--- src/rtl/pinirq_pkg.sv ---
package pinirq_pkg;
  localparam int REG_ADDR_W = 2;

  typedef enum logic [REG_ADDR_W-1:0] {
    SEL_EDGE  = 2'd0,
    SEL_MODE  = 2'd1,
    SEL_ENA   = 2'd2,
    SEL_LEVEL = 2'd3
  } reg_sel_e;
endpackage

--- src/rtl/pin_sampler.sv ---
module pin_sampler #(
  parameter int W = 8
) (
  input  logic         clk,
  input  logic         rst_n,
  input  logic [W-1:0] pin_i,
  output logic [W-1:0] level_q,
  output logic [W-1:0] rise_o
);
  function automatic logic [W-1:0] rising(input logic [W-1:0] now_v,
                                          input logic [W-1:0] before_v);
    return now_v & ~before_v;
  endfunction

  always_ff @(posedge clk or negedge rst_n) begin
    if (!rst_n) level_q <= '0;
    else        level_q <= pin_i;
  end

  assign rise_o = rising(pin_i, level_q);
endmodule

--- src/rtl/edge_latch.sv ---
module edge_latch #(
  parameter int W = 8
) (
  input  logic         clk,
  input  logic         rst_n,
  input  logic [W-1:0] rise_i,
  input  logic [W-1:0] clr_i,
  output logic [W-1:0] edge_q
);
  for (genvar i = 0; i < W; i++) begin : g_bit
    always_ff @(posedge clk or negedge rst_n) begin
      if (!rst_n) edge_q[i] <= 1'b0;
      else        edge_q[i] <= rise_i[i] | (edge_q[i] & ~clr_i[i]);
    end
  end

  p_edge_set_r2: assert property (@(posedge clk) disable iff (!rst_n)
    1'b1 |=> ((edge_q & $past(rise_i)) == $past(rise_i)));

  p_edge_hold_r3: assert property (@(posedge clk) disable iff (!rst_n)
    1'b1 |=> ((($past(edge_q) & ~edge_q) & ~$past(clr_i)) == '0));

  p_edge_clear_r4: assert property (@(posedge clk) disable iff (!rst_n)
    1'b1 |=> ((edge_q & $past(clr_i) & ~$past(rise_i)) == '0));
endmodule

--- src/rtl/req_merge.sv ---
module req_merge #(
  parameter int W = 8
) (
  input  logic         clk,
  input  logic         rst_n,
  input  logic [W-1:0] mode_i,
  input  logic [W-1:0] ena_i,
  input  logic [W-1:0] edge_i,
  input  logic [W-1:0] level_i,
  output logic [W-1:0] req_o
);
  function automatic logic [W-1:0] pick(input logic [W-1:0] m,
                                        input logic [W-1:0] e,
                                        input logic [W-1:0] l);
    return (m & e) | (~m & l);
  endfunction

  logic [W-1:0] chosen;
  assign chosen = pick(mode_i, edge_i, level_i);

  for (genvar i = 0; i < W; i++) begin : g_gate
    assign req_o[i] = chosen[i] & ena_i[i];
  end

  p_req_masked_r7: assert property (@(posedge clk) disable iff (!rst_n)
    (req_o & ~ena_i) == '0);

  p_req_edge_r6: assert property (@(posedge clk) disable iff (!rst_n)
    ((req_o & mode_i) & ~edge_i) == '0);
endmodule

--- src/rtl/pin_cfg_regs.sv ---
module pin_cfg_regs
  import pinirq_pkg::*;
#(
  parameter int W = 8
) (
  input  logic                  clk,
  input  logic                  rst_n,
  input  logic                  wr_en,
  input  logic                  rd_en,
  input  logic [REG_ADDR_W-1:0] addr,
  input  logic [W-1:0]          wr_data,
  input  logic [W-1:0]          edge_i,
  input  logic [W-1:0]          level_i,
  output logic [W-1:0]          mode_q,
  output logic [W-1:0]          ena_q,
  output logic [W-1:0]          clr_o,
  output logic [W-1:0]          rd_data
);
  reg_sel_e     sel;
  logic [W-1:0] rd_mux;

  assign sel   = reg_sel_e'(addr);
  assign clr_o = (wr_en && sel == SEL_EDGE) ? wr_data : '0;

  always_ff @(posedge clk or negedge rst_n) begin
    if (!rst_n) begin
      mode_q <= '0;
      ena_q  <= '0;
    end else if (wr_en) begin
      if (sel == SEL_MODE) mode_q <= wr_data;
      if (sel == SEL_ENA)  ena_q  <= wr_data;
    end
  end

  always_comb begin
    unique case (sel)
      SEL_EDGE:  rd_mux = edge_i;
      SEL_MODE:  rd_mux = mode_q;
      SEL_ENA:   rd_mux = ena_q;
      SEL_LEVEL: rd_mux = level_i;
      default:   rd_mux = '0;
    endcase
  end

  always_ff @(posedge clk or negedge rst_n) begin
    if (!rst_n)     rd_data <= '0;
    else if (rd_en) rd_data <= rd_mux;
  end

  p_rd_hold_r9: assert property (@(posedge clk) disable iff (!rst_n)
    !rd_en |=> $stable(rd_data));
endmodule

--- src/rtl/port_irq_capture.sv ---
module port_irq_capture
  import pinirq_pkg::*;
#(
  parameter int PIN_W    = 8,
  parameter int PEND_W   = 32,
  parameter int PEND_LSB = 8
) (
  input  logic                  clk,
  input  logic                  rst_n,
  input  logic [PIN_W-1:0]      pin_in,
  input  logic                  wr_en,
  input  logic                  rd_en,
  input  logic [REG_ADDR_W-1:0] addr,
  input  logic [PIN_W-1:0]      wr_data,
  output logic [PIN_W-1:0]      rd_data,
  output logic [PIN_W-1:0]      irq_req,
  output logic [PEND_W-1:0]     pend_word
);
  localparam int PEND_MSB = PEND_LSB + PIN_W - 1;

  logic [PIN_W-1:0] level_q, rise_w, edge_q, clr_w, mode_q, ena_q;

  pin_sampler #(.W(PIN_W)) u_samp (
    .clk(clk), .rst_n(rst_n), .pin_i(pin_in),
    .level_q(level_q), .rise_o(rise_w)
  );

  edge_latch #(.W(PIN_W)) u_edge (
    .clk(clk), .rst_n(rst_n), .rise_i(rise_w),
    .clr_i(clr_w), .edge_q(edge_q)
  );

  pin_cfg_regs #(.W(PIN_W)) u_cfg (
    .clk(clk), .rst_n(rst_n), .wr_en(wr_en), .rd_en(rd_en),
    .addr(addr), .wr_data(wr_data), .edge_i(edge_q), .level_i(level_q),
    .mode_q(mode_q), .ena_q(ena_q), .clr_o(clr_w), .rd_data(rd_data)
  );

  req_merge #(.W(PIN_W)) u_merge (
    .clk(clk), .rst_n(rst_n), .mode_i(mode_q), .ena_i(ena_q),
    .edge_i(edge_q), .level_i(level_q), .req_o(irq_req)
  );

  for (genvar b = 0; b < PEND_W; b++) begin : g_pend
    if (b >= PEND_LSB && b <= PEND_MSB) begin : g_live
      assign pend_word[b] = irq_req[b-PEND_LSB];
    end else begin : g_zero
      assign pend_word[b] = 1'b0;
    end
  end

  p_level_follow_r6: assert property (@(posedge clk) disable iff (!rst_n)
    1'b1 |=> ((irq_req & ~mode_q & ena_q) == ($past(pin_in) & ~mode_q & ena_q)));
endmodule

--- config.mk ---
export PLATFORM = sky130hd
export DESIGN_NAME = port_irq_capture
export DESIGN_NICKNAME = d
export VERILOG_FILES = /design/src/rtl/pinirq_pkg.sv /design/src/rtl/pin_sampler.sv /design/src/rtl/edge_latch.sv /design/src/rtl/req_merge.sv /design/src/rtl/pin_cfg_regs.sv /design/src/rtl/port_irq_capture.sv
export SDC_FILE = /design/constraint.sdc
export NUM_CORES = 1
export LEC_CHECK = 0
export BUFFER_PORTS_ARGS = -buffer_cell sky130_fd_sc_hd__buf_2
export CAP_MARGIN = 10
export CORE_MARGIN = 1.5
export CORE_UTILIZATION = 42
export DETAILED_ROUTE_END_ITERATION = 16
export PLACE_DENSITY = 0.68
export RECOVER_POWER = 100
export SETUP_SLACK_MARGIN = 0.05
export SYNTH_ARGS = -nofsm -noshare
export SYNTH_HDL_FRONTEND = slang
export SYNTH_SLANG_ARGS = --single-unit
--- constraint.sdc ---
create_clock -name clk -period 1.3 [get_ports clk]
set_clock_uncertainty 0.2 [all_clocks]
set_input_delay 0.065 -clock clk [delete_from_list [all_inputs] [get_ports clk]]
set_output_delay 0.065 -clock clk [all_outputs]
set_load 0.03 [all_outputs]
# Yosys cells after proc, flatten, opt, wreduce, memory -nomap -nowiden
# Index checks and enable logic that the tools add are counted.
# word_totals
regBits	40
in_bits	22
out_inout_bits	48
wordCells	59
# classes
eq_ne	3
muxes	2
bitwise	38
n_reduce_logical	4
# op_table
cell	n
$pmux W8 S4	1
$and A8 B8 Y8	3
$and A1 B1 Y1	16
$not A8 Y8	2
$mux W8	1
$not A1 Y1	8
$or A1 B1 Y1	8
$or A8 B8 Y8	1
$eq A2 B2 Y1 const B	2
$reduce_and A2 Y1	2
$eq A2 B1 Y1 const B	1
$logic_not A2 Y1	1
$logic_and A1 B1 Y1	1

# Depth between registers and ports, before layout
# depth
word_depth	6
mapped_depth	4
ltp_nobuf	2

# Cells and area by module
# Synthesis repeated with hierarchy kept, for this count alone.
# unflattened
hier_cells	177
hier_area_um2	2175.8
# by_module_without_submodules
mod	n_inst	cells_per_inst	area_per_inst_um2
pin_cfg_regs	1	88	1201.2
pin_sampler	1	16	310.3
edge_latch	1	24	290.3
port_irq_capture	1	33	244.0
req_merge	1	16	130.1

# Worst setup path before layout
# OpenSTA, ideal clock, no wires.
# synth_timing
path_type	register to output
from	reg u_cfg.mode_q[2]
to	out pend_word[10]
t_arrival_ns	1.238
slack_ns	-0.203
path_stages_with_launch	4
n_path_buf	1
cell_sequence	dfrtp_1 -> mux2i_1 -> nor2b_1 -> buf_4
# synth_via
elab_chain_len	4
# synth_rtl
element	line_no	rtl
from (decl)	pin_cfg_regs.sv:14	output logic [W-1:0] mode_q,
from (signal assigned)	pin_cfg_regs.sv:30	if (sel == SEL_MODE) mode_q <= wr_data;
$not A8 Y8	req_merge.sv:15	return (m & e) | (~m & l);
$and A8 B8 Y8	req_merge.sv:15	
$or A8 B8 Y8 *	req_merge.sv:15	
$and A1 B1 Y1 *	req_merge.sv:22	assign req_o[i] = chosen[i] & ena_i[i];
to (decl)	port_irq_capture.sv:17	output logic [PEND_W-1:0] pend_word
# Every way passes the cells marked *; elsewhere a longest branch is shown, timed or not.

# Worst setup path after layout
# layout_timing
from	reg u_cfg.mode_q[6]
to	out irq_req[6]
# layout_via
elab_chain_len	4
# layout_rtl
element	line_no	rtl
$not A8 Y8	req_merge.sv:15	
$and A8 B8 Y8	req_merge.sv:15	
$or A8 B8 Y8 *	req_merge.sv:15	
$and A1 B1 Y1 *	req_merge.sv:22	
to (decl)	port_irq_capture.sv:16	output logic [PIN_W-1:0] irq_req,
# Marks and branches as above.

==> metrics list <==
- Largest buffer count on any clock path: 2
- Highest-count cells in the layout ignoring fill and taps: sky130_fd_sc_hd__dfrtp_1 (40), sky130_fd_sc_hd__conb_1 (24), sky130_fd_sc_hd__dlygate4sd3_1 (18)
- In this run the cell area of the synthesized design comes to 2142 um^2.
- Violations in the final reports: negative setup slack
- The worst setup path is launched from a register.
- For this run, the total global-route usage over all layers was measured as 0.1658.
- Each instance of the synthesized netlist takes up on average 11.97 um^2.
* Final period utilization: 1.111
- Setup repair after global routing could not meet its margin everywhere.
- The pre-antenna-repair detailed-routing pass consisted of 4 iterations.
* Pre-CTS setup slack: 0.04866 ns
* Root buf cell: sky130_fd_sc_hd__clkbuf_8
* Number of cells on the worst reg-to-reg path: 4
- Across the run, the number of max-cap violations was 0.
- Leak Pwr: 1.369 nW
- TritonCTS built the clock tree.
- After synthesis, the cell types taking the most area are sky130_fd_sc_hd__dfrtp_1 (47%), sky130_fd_sc_hd__buf_4 (12%), sky130_fd_sc_hd__mux2i_1 (11%).
- The core region is 4817 um^2.
- The detailed router finished its first iteration with 67 violations.
- During placement, the flow inserted port buffers numbering 45.
- Slew HR: 0.6366
- The count of nets left with antenna violations once routing finished came out at 0.
- The floorplan step defined a die boundary enclosing 5538 um^2.
- First-pass GRT wire length: 6775 um
- Transition time at the pin with the least slew margin: 0.5451 ns
* Share of Yosys cell area claimed by the top area cell type: 0.4673
* Hold Vio Cnt, Final: 0
* Library cell with the largest summed area after synthesis: sky130_fd_sc_hd__dfrtp_1
* I/O pin cnt: 70
- Final-stage net count: 268
- Category of the critical setup timing path: reg -> out
- From synthesis to final layout, the design area changed by 30.02%.
- Initial core utilization: 0.4447
* Gr ovfl total: 0
- PwrDens: 1348 nW/um^2
* Post-synthesis cell count: 179
- Along the worst path, the maximum fanout reaches 3.
- Row generation in the floorplan step produced 25 rows.
- Slew Limit Fails: 0
- Register area share after synthesis: 0.4673
- The worst setup path is captured at an output port.
* Total of warnings raised by yosys: 0
- Count of state elements after synthesis: 40
- The clock drives 40 sinks.
* Latest clock arrival within the worst-skew pair: 0.29 ns
- Setup violation total in the final timing report: 16
- Data arrives at the worst endpoint at 1.18 ns.
* GP Congestion: 0.7116
- After clock tree synthesis, the clock-pin slew on the worst setup and hold paths is 0.07 ns.
- Worst VDD drop: 0.6230 mV
* Number of antenna violations at the first check in global routing: 0
- Final critical-path required period: 1.445 ns
- In the final routed layout, each cell accounts on average for 13.32 um.
- Once placement completed, the tool counted placed cells totaling 280.
* Via-to-Cell Ratio: 4.716
- The clock tree synthesis step divided the H-tree into 2 levels.
- Of the cells placed in the final design, the portion with a size suffix greater than 1 is 0.3618.
* Slack of the critical path: -0.1447 ns
- Result of the run: finished, violations left
* Number of global-route vias before repair: 1402
* Most common cell after layout, fill and taps aside: sky130_fd_sc_hd__dfrtp_1
* Aggregate routed wire length: 4168 um
- Entering global routing, the biggest net connects 41 pins.
* DIE HEIGHT: 74.42 um
- Post-route non-filler standard cell count: 313
* Detailed-route DRC error count: 0
* Worst path required time: 1.03 ns
* Diode insertion count for antenna repair: 0
- Upper clock frequency limit: 0.6922 GHz
- In this run, distinct cell masters in the synthesized netlist total 17.
* Number of cells on the worst hold path: 3
- Num CTS Buffers: 5
* Chip width: 74.42 um
- After legalization and detailed placement, the total HPWL measured 2860 um.
* Vias after detailed routing: 1476
- In this run the worst hold path is classified as in -> reg.
where the power goes:
part	switching, mW	internal [mW]
clock	0.404	0.472
sequential	0.134	1.42
combinational	0.708	0.620
final timing paths:
kind,from,end,slack (ns)
max,u_cfg.mode_q[6],irq_req[6],-0.14
min,addr[0],u_edge.edge_q[5],0.03
max reg2reg,u_cfg.mode_q[7],u_cfg.rd_data[7],0.03
min reg2reg,u_samp.level_q[2],u_edge.edge_q[2],0.31
max in group asynchronous,rst_n,u_edge.edge_q[5],0.31
min in group asynchronous,rst_n,u_samp.level_q[4],0.21
cells by family after synthesis:
kind of cell	Yosys count	synth area share
buf+inv	54	0.1647
mux	40	0.1980
flops	40	0.4673
simple gates	28	0.1121
compound gates	16	0.05608
other cells	1	0.001751
layer usage:
layer / global-route usage / part of all wire / vias to the layer above
li1: - / - / 696
met1: 0.2263 / 0.45 / 717
met2: 0.2520 / 0.48 / 57
met3: 0.05149 / 0.060 / 6
met4: 0.05455 / 0.014 / 0
met5: 0 / 0 / -
metrics by stage:
step                      hold slack, ns  power (mW)  utilization  setup TNS, ns  cell area, um^2
after detailed placement         -0.1450       2.625       0.4862              0             2342
after floorplan                  -0.4306       2.467            -       -0.01619             2283
final                            0.03150       3.753       0.5782         -1.752             2785
after global placement           -0.1469       2.607       0.4862              0             2342
after CTS                      0.0003526       3.774       0.5782         -2.055             2785
after global routing             0.02377       3.953       0.5782         -2.742             2785
layout make-up:
cell class / instances / area, um^2
Clock buffer: 7 / 96.34
Fill cell: 442 / 2032
Inverter: 16 / 60.06
Multi-Input combinational cell: 108 / 962.2
Sequential cell: 40 / 1001
Tap cell: 67 / 83.83
Timing Repair Buffer: 75 / 581.8
synthesized netlist by cell type:
library cell / n
sky130_fd_sc_hd__o22ai_1: 8
sky130_fd_sc_hd__nor4bb_1: 4
sky130_fd_sc_hd__o221ai_1: 8
sky130_fd_sc_hd__dfrtp_1: 40
sky130_fd_sc_hd__buf_6: 3
sky130_fd_sc_hd__buf_1: 1
sky130_fd_sc_hd__conb_1: 1
sky130_fd_sc_hd__mux2_2: 15
sky130_fd_sc_hd__nand2b_1: 9
sky130_fd_sc_hd__nand3b_4: 2
sky130_fd_sc_hd__buf_4: 34
sky130_fd_sc_hd__nand2_1: 1
sky130_fd_sc_hd__mux2i_1: 24
sky130_fd_sc_hd__inv_1: 16
sky130_fd_sc_hd__and4bb_2: 4
sky130_fd_sc_hd__nor2b_1: 8
sky130_fd_sc_hd__mux2_4: 1
critical path, stage by stage, from the launching register on:
cell                      delay, ns
sky130_fd_sc_hd__dfrtp_1       0.39
sky130_fd_sc_hd__mux2i_2       0.29
sky130_fd_sc_hd__nor2b_4       0.07
sky130_fd_sc_hd__buf_6         0.14
flip-flops by register name, indices dropped and copies added (netlist names):
signal	cells
u_cfg.ena_q	8
u_cfg.mode_q	8
u_cfg.rd_data	8
u_edge.edge_q	8
u_samp.level_q	8
timing repair:
item / 4_1_cts / 5_1_grt
hold endpoints to repair: 74 / 0
hold buffers: 18 / 0
setup buffers: 7 / 2
endpoints found under the setup margin: 16 / 23
gates resized for setup: 35 / 11
pin swaps: 0 / 1
Power figures use the tool's default switching activity.
